### src/rtl/div_clk_out.sv
module div_clk_out #(
  parameter int DIV_W = 8
) (
  input  logic             clk_base,
  input  logic             rst_n,
  input  logic [DIV_W-1:0] div_n,
  input  logic             half_mode,
  input  logic             base_en,
  input  logic             div_en,
  output logic             clk_base_o,
  output logic             clk_div_o
);

  logic [DIV_W-1:0] cnt_q, act_n_q, cnt_nx;
  logic             act_mode_q, pulse_q, tog_q;
  logic             wrap, bypass, div_raw;

  assign wrap   = (cnt_q == '0);
  assign cnt_nx = wrap ? div_n : cnt_q - 1'b1;

  always_ff @(posedge clk_base or negedge rst_n) begin
    if (!rst_n) begin
      cnt_q      <= '0;
      act_n_q    <= '0;
      act_mode_q <= 1'b0;
      pulse_q    <= 1'b1;
      tog_q      <= 1'b0;
    end else begin
      cnt_q   <= cnt_nx;
      pulse_q <= (cnt_nx == '0);
      if (wrap) begin
        act_n_q    <= div_n;
        act_mode_q <= half_mode;
        tog_q      <= half_mode & ~tog_q;
      end
    end
  end

  assign bypass     = !act_mode_q && (act_n_q == '0);
  assign div_raw    = bypass ? clk_base : (act_mode_q ? tog_q : pulse_q);
  assign clk_div_o  = div_en & div_raw;
  assign clk_base_o = base_en & clk_base;

endmodule


### config.mk
export PLATFORM = sky130hd
export DESIGN_NAME = div_clk_out
export DESIGN_NICKNAME = d
export VERILOG_FILES = /design/src/rtl/div_clk_out.sv
export SDC_FILE = /design/constraint.sdc
export NUM_CORES = 1
export LEC_CHECK = 0
export ABC_CLOCK_PERIOD_IN_PS = 4600
export BUFFER_PORTS_ARGS = -buffer_cell sky130_fd_sc_hd__buf_2
export CORE_MARGIN = 3
export CORE_UTILIZATION = 55
export CTS_BUF_LIST = sky130_fd_sc_hd__clkbuf_4 sky130_fd_sc_hd__clkbuf_8 sky130_fd_sc_hd__clkbuf_16
export CTS_CLUSTER_DIAMETER = 40
export CTS_CLUSTER_SIZE = 28
export DETAILED_ROUTE_END_ITERATION = 7
export PLACE_DENSITY = 0.75
export SLEW_MARGIN = 20
export SYNTH_ARGS = -nofsm -noshare
export SYNTH_HDL_FRONTEND = slang
export SYNTH_SLANG_ARGS = --single-unit
### constraint.sdc
create_clock -name clk_base -period 4.6 [get_ports clk_base]
set_input_delay 0.46 -clock clk_base [delete_from_list [all_inputs] [get_ports clk_base]]
set_output_delay 0.46 -clock clk_base [all_outputs]
set_load 0.005 [all_outputs]
==> results of run 1 <==
==> power by group through the flow <==
stage                     registers [mW]  clock network, mW  logic, mW
after floorplan                    0.276            0.00689      0.268
after global placement             0.314             0.0130      0.273
after detailed placement           0.319             0.0130      0.283
after CTS                          0.315              0.174      0.287
after global routing               0.330              0.188      0.323
final                              0.317              0.169      0.287
==> synth_stat cells, drive strengths merged (2+ instances only) <==
cell | number | share of area
a211oi | 2 | 0.014
a21oi | 3 | 0.014
a31oi | 4 | 0.024
buf | 5 | 0.032
dfrtp | 18 | 0.43
ha | 2 | 0.024
inv | 5 | 0.018
mux2i | 2 | 0.019
nand2 | 30 | 0.11
nor2 | 8 | 0.028
nor3 | 6 | 0.028
nor3b | 2 | 0.014
nor4 | 2 | 0.012
o21ai | 4 | 0.019
or2 | 2 | 0.012
or4b | 2 | 0.019
xnor2 | 2 | 0.017
==> worst register-to-register path, delay by kind of cell, from the launching register on <==
kind / cells / cell delay, ps
AO/OA/AOI/OAI: 1 / 180
buffers and inverters: 1 / 100
adder cells (fa/ha/maj): 1 / 250
flip-flops: 1 / 440
AND/OR/NAND/NOR: 3 / 1300
==> state kept, by name, summed over array words and instances (netlist names) <==
signal / count
pulse_q: 1
tog_q: 1
act_n_q: 8
cnt_q: 8
act_mode_q: 1
==> cell families after synthesis <==
family	Yosys count	synth area share
flip-flops	19	0.450
XOR/XNOR	2	0.0166
AO/OA/AOI/OAI	19	0.136
adder cells (fa/ha/maj)	2	0.0236
multiplexers	3	0.0296
AND/OR/NAND/NOR	62	0.291
buffers and inverters	11	0.0532
==> layout make-up <==
type | count | area (sq um)
well taps | 25 | 31.3
clock inverters | 1 | 7.51
fillers | 160 | 564
inverters | 5 | 18.8
repair buffers | 13 | 70.1
flip-flops and latches | 19 | 477
clock buffers | 10 | 70.1
multi-input cells | 88 | 526
==> what timing repair did <==
item | CTS | global route
resized for setup | 0 | 0
endpoints found under the hold margin | 18 | 0
hold buffers | 1 | 0
==> metal layers <==
| metal | GRT usage | share of wire | vias up |
|---|---|---|---|
| met2 | 0.295 | 0.41 | 42 |
| met5 | 0 | 0 | - |
| met1 | 0.285 | 0.51 | 417 |
| met4 | 0.147 | 0.023 | 0 |
| li1 | - | - | 442 |
| met3 | 0.0906 | 0.056 | 7 |
==> worst paths after layout <==
| path | from | endpoint | slack [ps] | depth (start not counted) |
|---|---|---|---|---|
| worst min-delay path | half_mode | act_mode_q | 230 | 3 |
| worst min register to register | act_n_q[7] | act_n_q[7] | 500 | 2 |
| worst max-delay path | clk_base | clk_div_o | 1330 | 5 |
| min in group asynchronous | rst_n | tog_q | 490 | 2 |
| worst max register to register | cnt_q[0] | tog_q | 2270 | 6 |
| max in group asynchronous | rst_n | pulse_q | 3780 | 2 |
==> impl_metrics.csv, run 1 <==
group,metric,value,unit
critical_path,endpoint_kind,"output pin",
detailed_routing,vias,908,
layout,mostFrequentLayoutCell,"nand2_1",
synthesis,syn-num-nets,133,
power,internal_power,457,uW
timing,max-slew-margin-rel,0.539,
layout,finalNonFillerCells,161,
timing,slew_violations,0,
synthesis,synth.avg_cell_area,8.97,sq um
grt,grt_pass1_wl,3880,um
detailed_routing,drc,0,
critical_path,cp_common_cell,"clkbuf_4",
layout,layout_common_cells,"nand2_1, dfrtp_1, buf_2",
timing,rsz0062_at_grt,"false",
critical_path,critPathMaxFanout,2,
power,power_frac_comb,0.372,
critical_path,crit_chain,"clkbuf_4 > clkbuf_4 > nor2_1 > a211oi_1 > buf_2",
timing,worst_slack,1330,ps
run,max-cap-violations,0,
synthesis,ys_warn_count,0,
power,p_total,773,uW
placed_design,numPortBuffers,14,
power,seq_power_share,0.410,
grt,grt_max_degree,20,
synthesis,synth_edf_count,0,
placed_design,placed_cell_area,1120,sq um
grt,grt_pass1_vias,877,
synthesis,syn_area,1060,sq um
clock_tree,path_clk_slew,120,ps
placed_design,place.gp.congestion,0.849,
timing,clock_skew,8.66,ps
detailed_routing,drt-total-wl,2280,um
critical_path,slowest_delay,130,ps
layout,stdcell_area,1200,sq um
critical_path,worstPathArrival,2810,ps
clock_tree,post_cts_buffers,0,
layout,drive_above_1_share,0.221,
detailed_routing,drt_iter0_drc,17,
critical_path,crit_path_start_kind,"clock port",
detailed_routing,avgViaCountPerCell,5.64,
power,ir_drop,0.335,mV
floorplan,core,1760,sq um
detailed_routing,ant_nets,0,
floorplan,num_rows,15,
placed_design,place_inst,151,
detailed_routing,drtPass1Iterations,4,
timing,final-hold-violation-count,0,
layout,fin_util,0.680,
grt,antenna_found_initial,0,
critical_path,crit_slowest_cell,"buf_2",
floorplan,ios,15,
power,power-per-cell-area,644,nW/um^2
grt,gr-usage-all-layers,0.220,
power,netSwitchingFraction,0.409,
grt,grt_remaining_overflow,0,
layout,area_growth,13.4,%
clock_tree,cts_tree,"built",
synthesis,yosys_most_used_dff,"dfrtp_1",
synthesis,yosys_register_bits,19,
layout,diodes,0,
detailed_routing,wl_per_cell,14.2,um
critical_path,critPathKind,"clock port to output pin",
timing,tightest_slew,682,ps
critical_path,worst-path-buf-inv,3,
status,status,"finished clean",
critical_path,crit_family,"buffers and inverters",
power,p_clk_frac,0.218,
power,p_leak,0.530,nW
clock_tree,insertion_delay,420,ps
placed_design,hpwl,1650,um
timing,whs,233,ps
floorplan,initial_core_util,0.600,
floorplan,die_width,49.9,um
synthesis,netlist_instances,118,
floorplan,die_h,49.9,um
critical_path,required,4140,ps
synthesis,ys_async_sr_fraction,1.00,
floorplan,die_area,2490,sq um
synthesis,ys_seq_area_frac,0.450,
timing,tns,0,ps
worst_hold_path,hold_path_class,"input pin to flop",
layout,final_nets,151,
placed_design,pre_cts_slack,1590,ps
synthesis,synth_cell_types,40,
timing,setup_viol_count_final,0,
power,p_switching,316,uW
Note: power is estimated with default switching activity, not from simulation.
==> run 2, diff against run 1 <==
ABC_AREA = 1   (was unset)
ABC_CLOCK_PERIOD_IN_PS = 3000   (was 4600)
CORE_UTILIZATION = 49   (was 55)
PLACE_DENSITY = 0.71   (was 0.75)
clock period = 3 ns   (was 4.6 ns; I/O delays follow)
==> run 2 against run 1 <==
Effect of this change: via count is 14% lower; combinational power is 95% lower; sequential share of layout area is 2.5 points higher; largest cell class is now sequential cells; flip-flop and latch count stayed put; routed wire length is 21% lower; area after synthesis is 8.5% lower; core utilization is 5.3 points lower; sequential power is 19% lower; die area is 2.4% higher; final area is 5.8% lower; count of clock-buffer cells in the layout is 1 lower.
==> impl_metrics.csv, run 2 <==
group,metric,value,unit
status,status,"finished clean",
timing,final-hold-violation-count,0,
clock_tree,insertion_delay,400,ps
synthesis,syn_area,968,sq um
layout,drive_above_1_share,0.222,
critical_path,timing.rr.start,"cnt_q[0]",
grt,use_met1,0.222,
layout,area_growth,16.7,%
timing,tightest_slew,411,ps
floorplan,die_area,2550,sq um
timing,whs,127,ps
timing,setup_viol_count_final,0,
layout,final_nets,151,
clock_tree,path_clk_slew,110,ps
critical_path,crit_path_start_kind,"clock port",
synthesis,synth_top_area_frac,0.465,
timing,tns,0,ps
critical_path,crit_family,"buffers and inverters",
floorplan,die_h,50.5,um
power,power-per-cell-area,468,nW/um^2
grt,top_usage_layer,"met2",
timing,rsz0062_at_grt,"false",
critical_path,worstPathArrival,2150,ps
critical_path,critPathKind,"clock port to output pin",
synthesis,synth_edf_count,0,
synthesis,synth.avg_cell_area,8.42,sq um
detailed_routing,drc,0,
placed_design,hpwl,1380,um
timing,clock_skew,1.78,ps
floorplan,initial_core_util,0.538,
grt,grt_max_degree,23,
power,ir_drop,0.324,mV
detailed_routing,vias,777,
power,p_total,528,uW
floorplan,ios,15,
power,p_leak,0.591,nW
critical_path,rr_endpoint,"pulse_q",
critical_path,endpoint,"clk_div_o",
critical_path,crit_chain,"clkbuf_4 > clkbuf_4 > clkbuf_4 > inv_1 > a21oi_1 > buf_2",
synthesis,ys_seq_area_frac,0.492,
layout,diodes,0,
layout,layout_common_cells,"nand2_1, dfrtp_1, inv_1",
critical_path,cp_common_cell,"clkbuf_4",
synthesis,yosys_most_used_dff,"dfrtp_1",
detailed_routing,avgViaCountPerCell,4.86,
synthesis,yosysMostFrequentCell,"nand2_1",
detailed_routing,drt_iter0_drc,11,
clock_tree,cts_tree,"built",
grt,gr-usage-all-layers,0.174,
grt,met3_usage,0.0475,
critical_path,crit_cells,6,
run,max-cap-violations,0,
timing,max-slew-margin-rel,0.726,
synthesis,yosys_register_bits,19,
synthesis,netlist_instances,115,
critical_path,worst-path-buf-inv,5,
floorplan,core,1800,sq um
clock_tree,cts_resized,0,
detailed_routing,ant_nets,0,
grt,grt_remaining_overflow,0,
detailed_routing,wl_per_cell,11.3,um
floorplan,num_rows,15,
critical_path,slowest_delay,170,ps
synthesis,yosysTopAreaCell,"dfrtp_1",
timing,slew_violations,0,
grt,grt_pass1_wl,3200,um
critical_path,critPathMaxFanout,12,
critical_path,endpoint_kind,"output pin",
layout,mostFrequentLayoutCell,"nand2_1",
synthesis,synth_cell_types,21,
critical_path,startpoint,"clk_base",
placed_design,placed_cell_area,1050,sq um
critical_path,crit_slowest_cell,"clkbuf_4",
grt,antenna_found_initial,0,
synthesis,synth_area_leaders,"dfrtp_1, nand2_1, o21ai_0",
synthesis,syn-num-nets,130,
detailed_routing,drt-total-wl,1800,um
placed_design,place.gp.congestion,0.761,
critical_path,rrSetupSlack,1250,ps
placed_design,numPortBuffers,14,
synthesis,ys_warn_count,0,
detailed_routing,drtPass1Iterations,4,
worst_hold_path,hold_path_class,"input pin to flop",
floorplan,die_width,50.5,um
grt,grt_pass1_vias,780,
layout,largestRegisters,"act_n_q (8), cnt_q (8)",
critical_path,required,2700,ps
critical_path,r2r_cells,10,
layout,stdcell_area,1130,sq um
synthesis,ys_async_sr_fraction,1.00,
synthesis,synth_top_cells_by_count,"nand2_1, dfrtp_1, inv_1",
grt,grtUsageMet2,0.237,
-- run 2: cell families (layout without fill, tap and decap cells) --
group                      after synthesis  count (layout)  synth area share
and+or+nand+nor                         56              56             0.278
DFF                                     19              19             0.492
buffers and inverters                   19              39            0.0866
AOI/OAI and AO/OA                       16              16            0.0904
adders and majority gates                2               2            0.0258
xor gates and xnor gates                 3               3            0.0271
-- run 2: worst min-delay path by stage --
stage / startpoint / end / slack (ps) / depth (start not counted)
2_1_floorplan: rst_n / act_mode_q / 4 / 0
3_3_place_gp: rst_n / cnt_q[6] / 250 / 1
3_5_place_dp: rst_n / cnt_q[4] / 250 / 1
4_1_cts: div_n[5] / act_n_q[5] / 120 / 3
5_1_grt: half_mode / act_mode_q / 110 / 3
6_report: div_n[5] / act_n_q[5] / 130 / 3
-- run 2: cell type report --
| class | instances | area, sq um |
|---|---|---|
| fill | 166 | 672 |
| sequential | 19 | 477 |
| multi-input combinational | 77 | 408 |
| clock buffer | 9 | 80.1 |
| timing repair buffer | 13 | 70.1 |
| inverter | 15 | 56.3 |
| tap | 25 | 31.3 |
| clock inverter | 2 | 7.51 |
-- run 2: tightest hold or removal path: stages --
cell and delay, ps:
buf_2 70, nand2_1 60, o21ai_0 70
-- run 2: where the power goes --
| group | switching (mW) | total, mW | internal [mW] |
|---|---|---|---|
| Combinational | 0.00690 | 0.0133 | 0.00635 |
| Clock | 0.104 | 0.259 | 0.155 |
| Sequential | 0 | 0.256 | 0.256 |
| Total | 0.111 | 0.528 | 0.418 |
-- run 2: metrics by stage --
step / cells / worst slack, ps / utilization
floorplan: 115 / 1110 / -
global placement: 152 / 1010 / 0.583
detailed placement: 152 / 1000 / 0.583
CTS: 160 / 528 / 0.627
global route: 160 / 499 / 0.627
finish: 160 / 547 / 0.627
-- run 2: timing repair --
item / 4_1_cts / 5_1_grt
buffers inserted: 0 / 0
hold endpoints to repair: 18 / 0
hold buffers: 1 / 0
-- run 2: layer usage --
| layer | vias up | share of wire |
|---|---|---|
| met4 | 0 | 0.013 |
| met5 | - | 0 |
| li1 | 403 | - |
| met2 | 16 | 0.49 |
| met3 | 3 | 0.034 |
| met1 | 355 | 0.47 |
==> run 3, diff against run 2 <==
ABC_AREA = 0   (was 1)
ABC_CLOCK_PERIOD_IN_PS = 2200   (was 3000)
CORE_UTILIZATION = 50   (was 49)
PLACE_DENSITY = 0.72   (was 0.71)
clock period = 2.2 ns   (was 3 ns; I/O delays follow)
==> run 3 against run 2 <==
Effect of this change: final area is 8.4% higher; first-iteration DRC count rose by 140%; register-to-register slack worse by 1100 ps; critical endpoint is now tog_q; critical path type is now flop to flop; worst hold slack worse by 100 ps; setup slack worse by 380 ps; routed wire length grew 29%; largest cell class is now multi-input gates; die area grew 6.3%; clock skew increased by 1.6 ps.
==> impl_metrics.csv, run 3 (synthesized netlist as in run 1, its figures left out) <==
group,metric,value,unit
critical_path,rrSetupSlack,170,ps
timing,slew_violations,0,
critical_path,critPathKind,"flop to flop",
power,p_leak,0.549,nW
critical_path,required,2530,ps
timing,fmax,492,MHz
clock_tree,path_clk_slew,100,ps
detailed_routing,drtPass1Iterations,4,
status,status,"finished clean",
placed_design,pre_cts_slack,204,ps
detailed_routing,drt_iter0_drc,26,
layout,fin_util,0.618,
floorplan,ios,15,
placed_design,place_inst,156,
timing,setup_viol_count_final,0,
detailed_routing,drt-total-wl,2320,um
layout,largestRegisters,"act_n_q (8), cnt_q (8)",
placed_design,place.gp.congestion,0.840,
layout,diodes,0,
clock_tree,post_cts_buffers,0,
timing,tightest_slew,468,ps
layout,finalNonFillerCells,166,
detailed_routing,avgViaCountPerCell,5.54,
grt,grt_remaining_overflow,0,
timing,whs,22.4,ps
critical_path,crit_path_start_kind,"flop",
power,power-per-cell-area,1340,nW/um^2
layout,fillerInstances,168,
power,p_total,1.64,mW
timing,worst_slack,169,ps
power,netSwitchingFraction,0.401,
power,internal_power,981,uW
floorplan,initial_core_util,0.534,
timing,period_share,0.923,
grt,grt_pass1_wl,4060,um
critical_path,endpoint_kind,"flop",
layout,layout_common_cells,"nand2_1, dfrtp_1, buf_2",
layout,mostFrequentLayoutCell,"nand2_1",
run,max-cap-violations,0,
placed_design,placed_cell_area,1150,sq um
power,power_frac_comb,0.375,
layout,stdcell_area,1220,sq um
timing,clock_skew,3.41,ps
worst_hold_path,hold_path_class,"input pin to flop",
placed_design,hpwl,1680,um
floorplan,num_rows,16,
detailed_routing,ant_nets,0,
detailed_routing,drc,0,
layout,area_growth,15.7,%
placed_design,numPortBuffers,14,
timing,max-slew-margin-rel,0.686,
detailed_routing,wl_per_cell,14.0,um
critical_path,worstPathArrival,2360,ps
floorplan,die_area,2710,sq um
timing,post-route-min-period,2030,ps
timing,tns,0,ps
critical_path,critPathMaxFanout,12,
timing,rsz0062_at_grt,"false",
power,seq_power_share,0.408,
grt,gr-usage-all-layers,0.216,
floorplan,core,1980,sq um
timing,final-hold-violation-count,0,
clock_tree,cts_tree,"built",
grt,grt_pass1_vias,880,
grt,grt_max_degree,20,
grt,antenna_found_initial,0,
layout,drive_above_1_share,0.237,
floorplan,die_width,52.0,um
layout,final_nets,154,
power,p_clk_frac,0.217,
clock_tree,insertion_delay,400,ps
floorplan,die_h,52.0,um
power,p_switching,656,uW
detailed_routing,vias,920,
power,ir_drop,0.810,mV
-- run 3: cell count changes in the layout (fill, tap and decap cells not counted), moves of 3 or more --
cell      before  now
o21ai_0       12    4
buf_4          0    3
nand3_1        5    1
inv_1         16    5
clkbuf_4       6    9
nand4_1        4    1
a31oi_1        0    4
nor3_1         1    6
-- run 3: worst paths after layout --
| check | start | end | cells past startpoint |
|---|---|---|---|
| worst max-delay path | cnt_q[0] | tog_q | 7 |
| worst min-delay path | half_mode | act_mode_q | 3 |
| worst max register to register | cnt_q[0] | tog_q | 7 |
| worst min register to register | act_n_q[4] | act_n_q[4] | 2 |
| max in group asynchronous | rst_n | pulse_q | 2 |
| min in group asynchronous | rst_n | act_n_q[7] | 2 |
-- run 3: power by group through the flow --
stage | sequential (mW) | combinational (mW) | clock, mW
detailed placement | 0.672 | 0.596 | 0.0271
CTS | 0.663 | 0.609 | 0.371
global route | 0.693 | 0.678 | 0.405
global placement | 0.658 | 0.588 | 0.0271
floorplan | 0.576 | 0.560 | 0.0144
finish | 0.668 | 0.613 | 0.356
-- run 3: timing repair --
| action | 4_1_cts | 5_1_grt |
|---|---|---|
| hold endpoints to repair | 18 | 0 |
| hold buffers | 1 | 0 |
| gates resized for setup | 0 | 0 |
-- run 3: worst max-delay path, stage by stage, from the launching register on --
cell     delay, ps
dfrtp_1        430
inv_1          100
ha_1           250
or4b_2         640
nor2_1         110
buf_4          180
nand2_1         80
o21ai_0        160
-- run 3: layout make-up --
class	count	area, sq um	share of cell area
clock buffers	11	77.6	0.0633
inverters	5	18.8	0.0153
multi-input cells	88	526	0.429
flip-flops and latches	19	477	0.389
well taps	27	33.8	0.0276
repair buffers	16	92.6	0.0756
-- run 3: layer usage --
layer	wire, um	track usage	vias to the layer above
li1	-	-	452
met1	1060	0.288	432
met2	1050	0.289	28
met3	145	0.0745	8
met4	70	0.148	0
met5	0	0	-
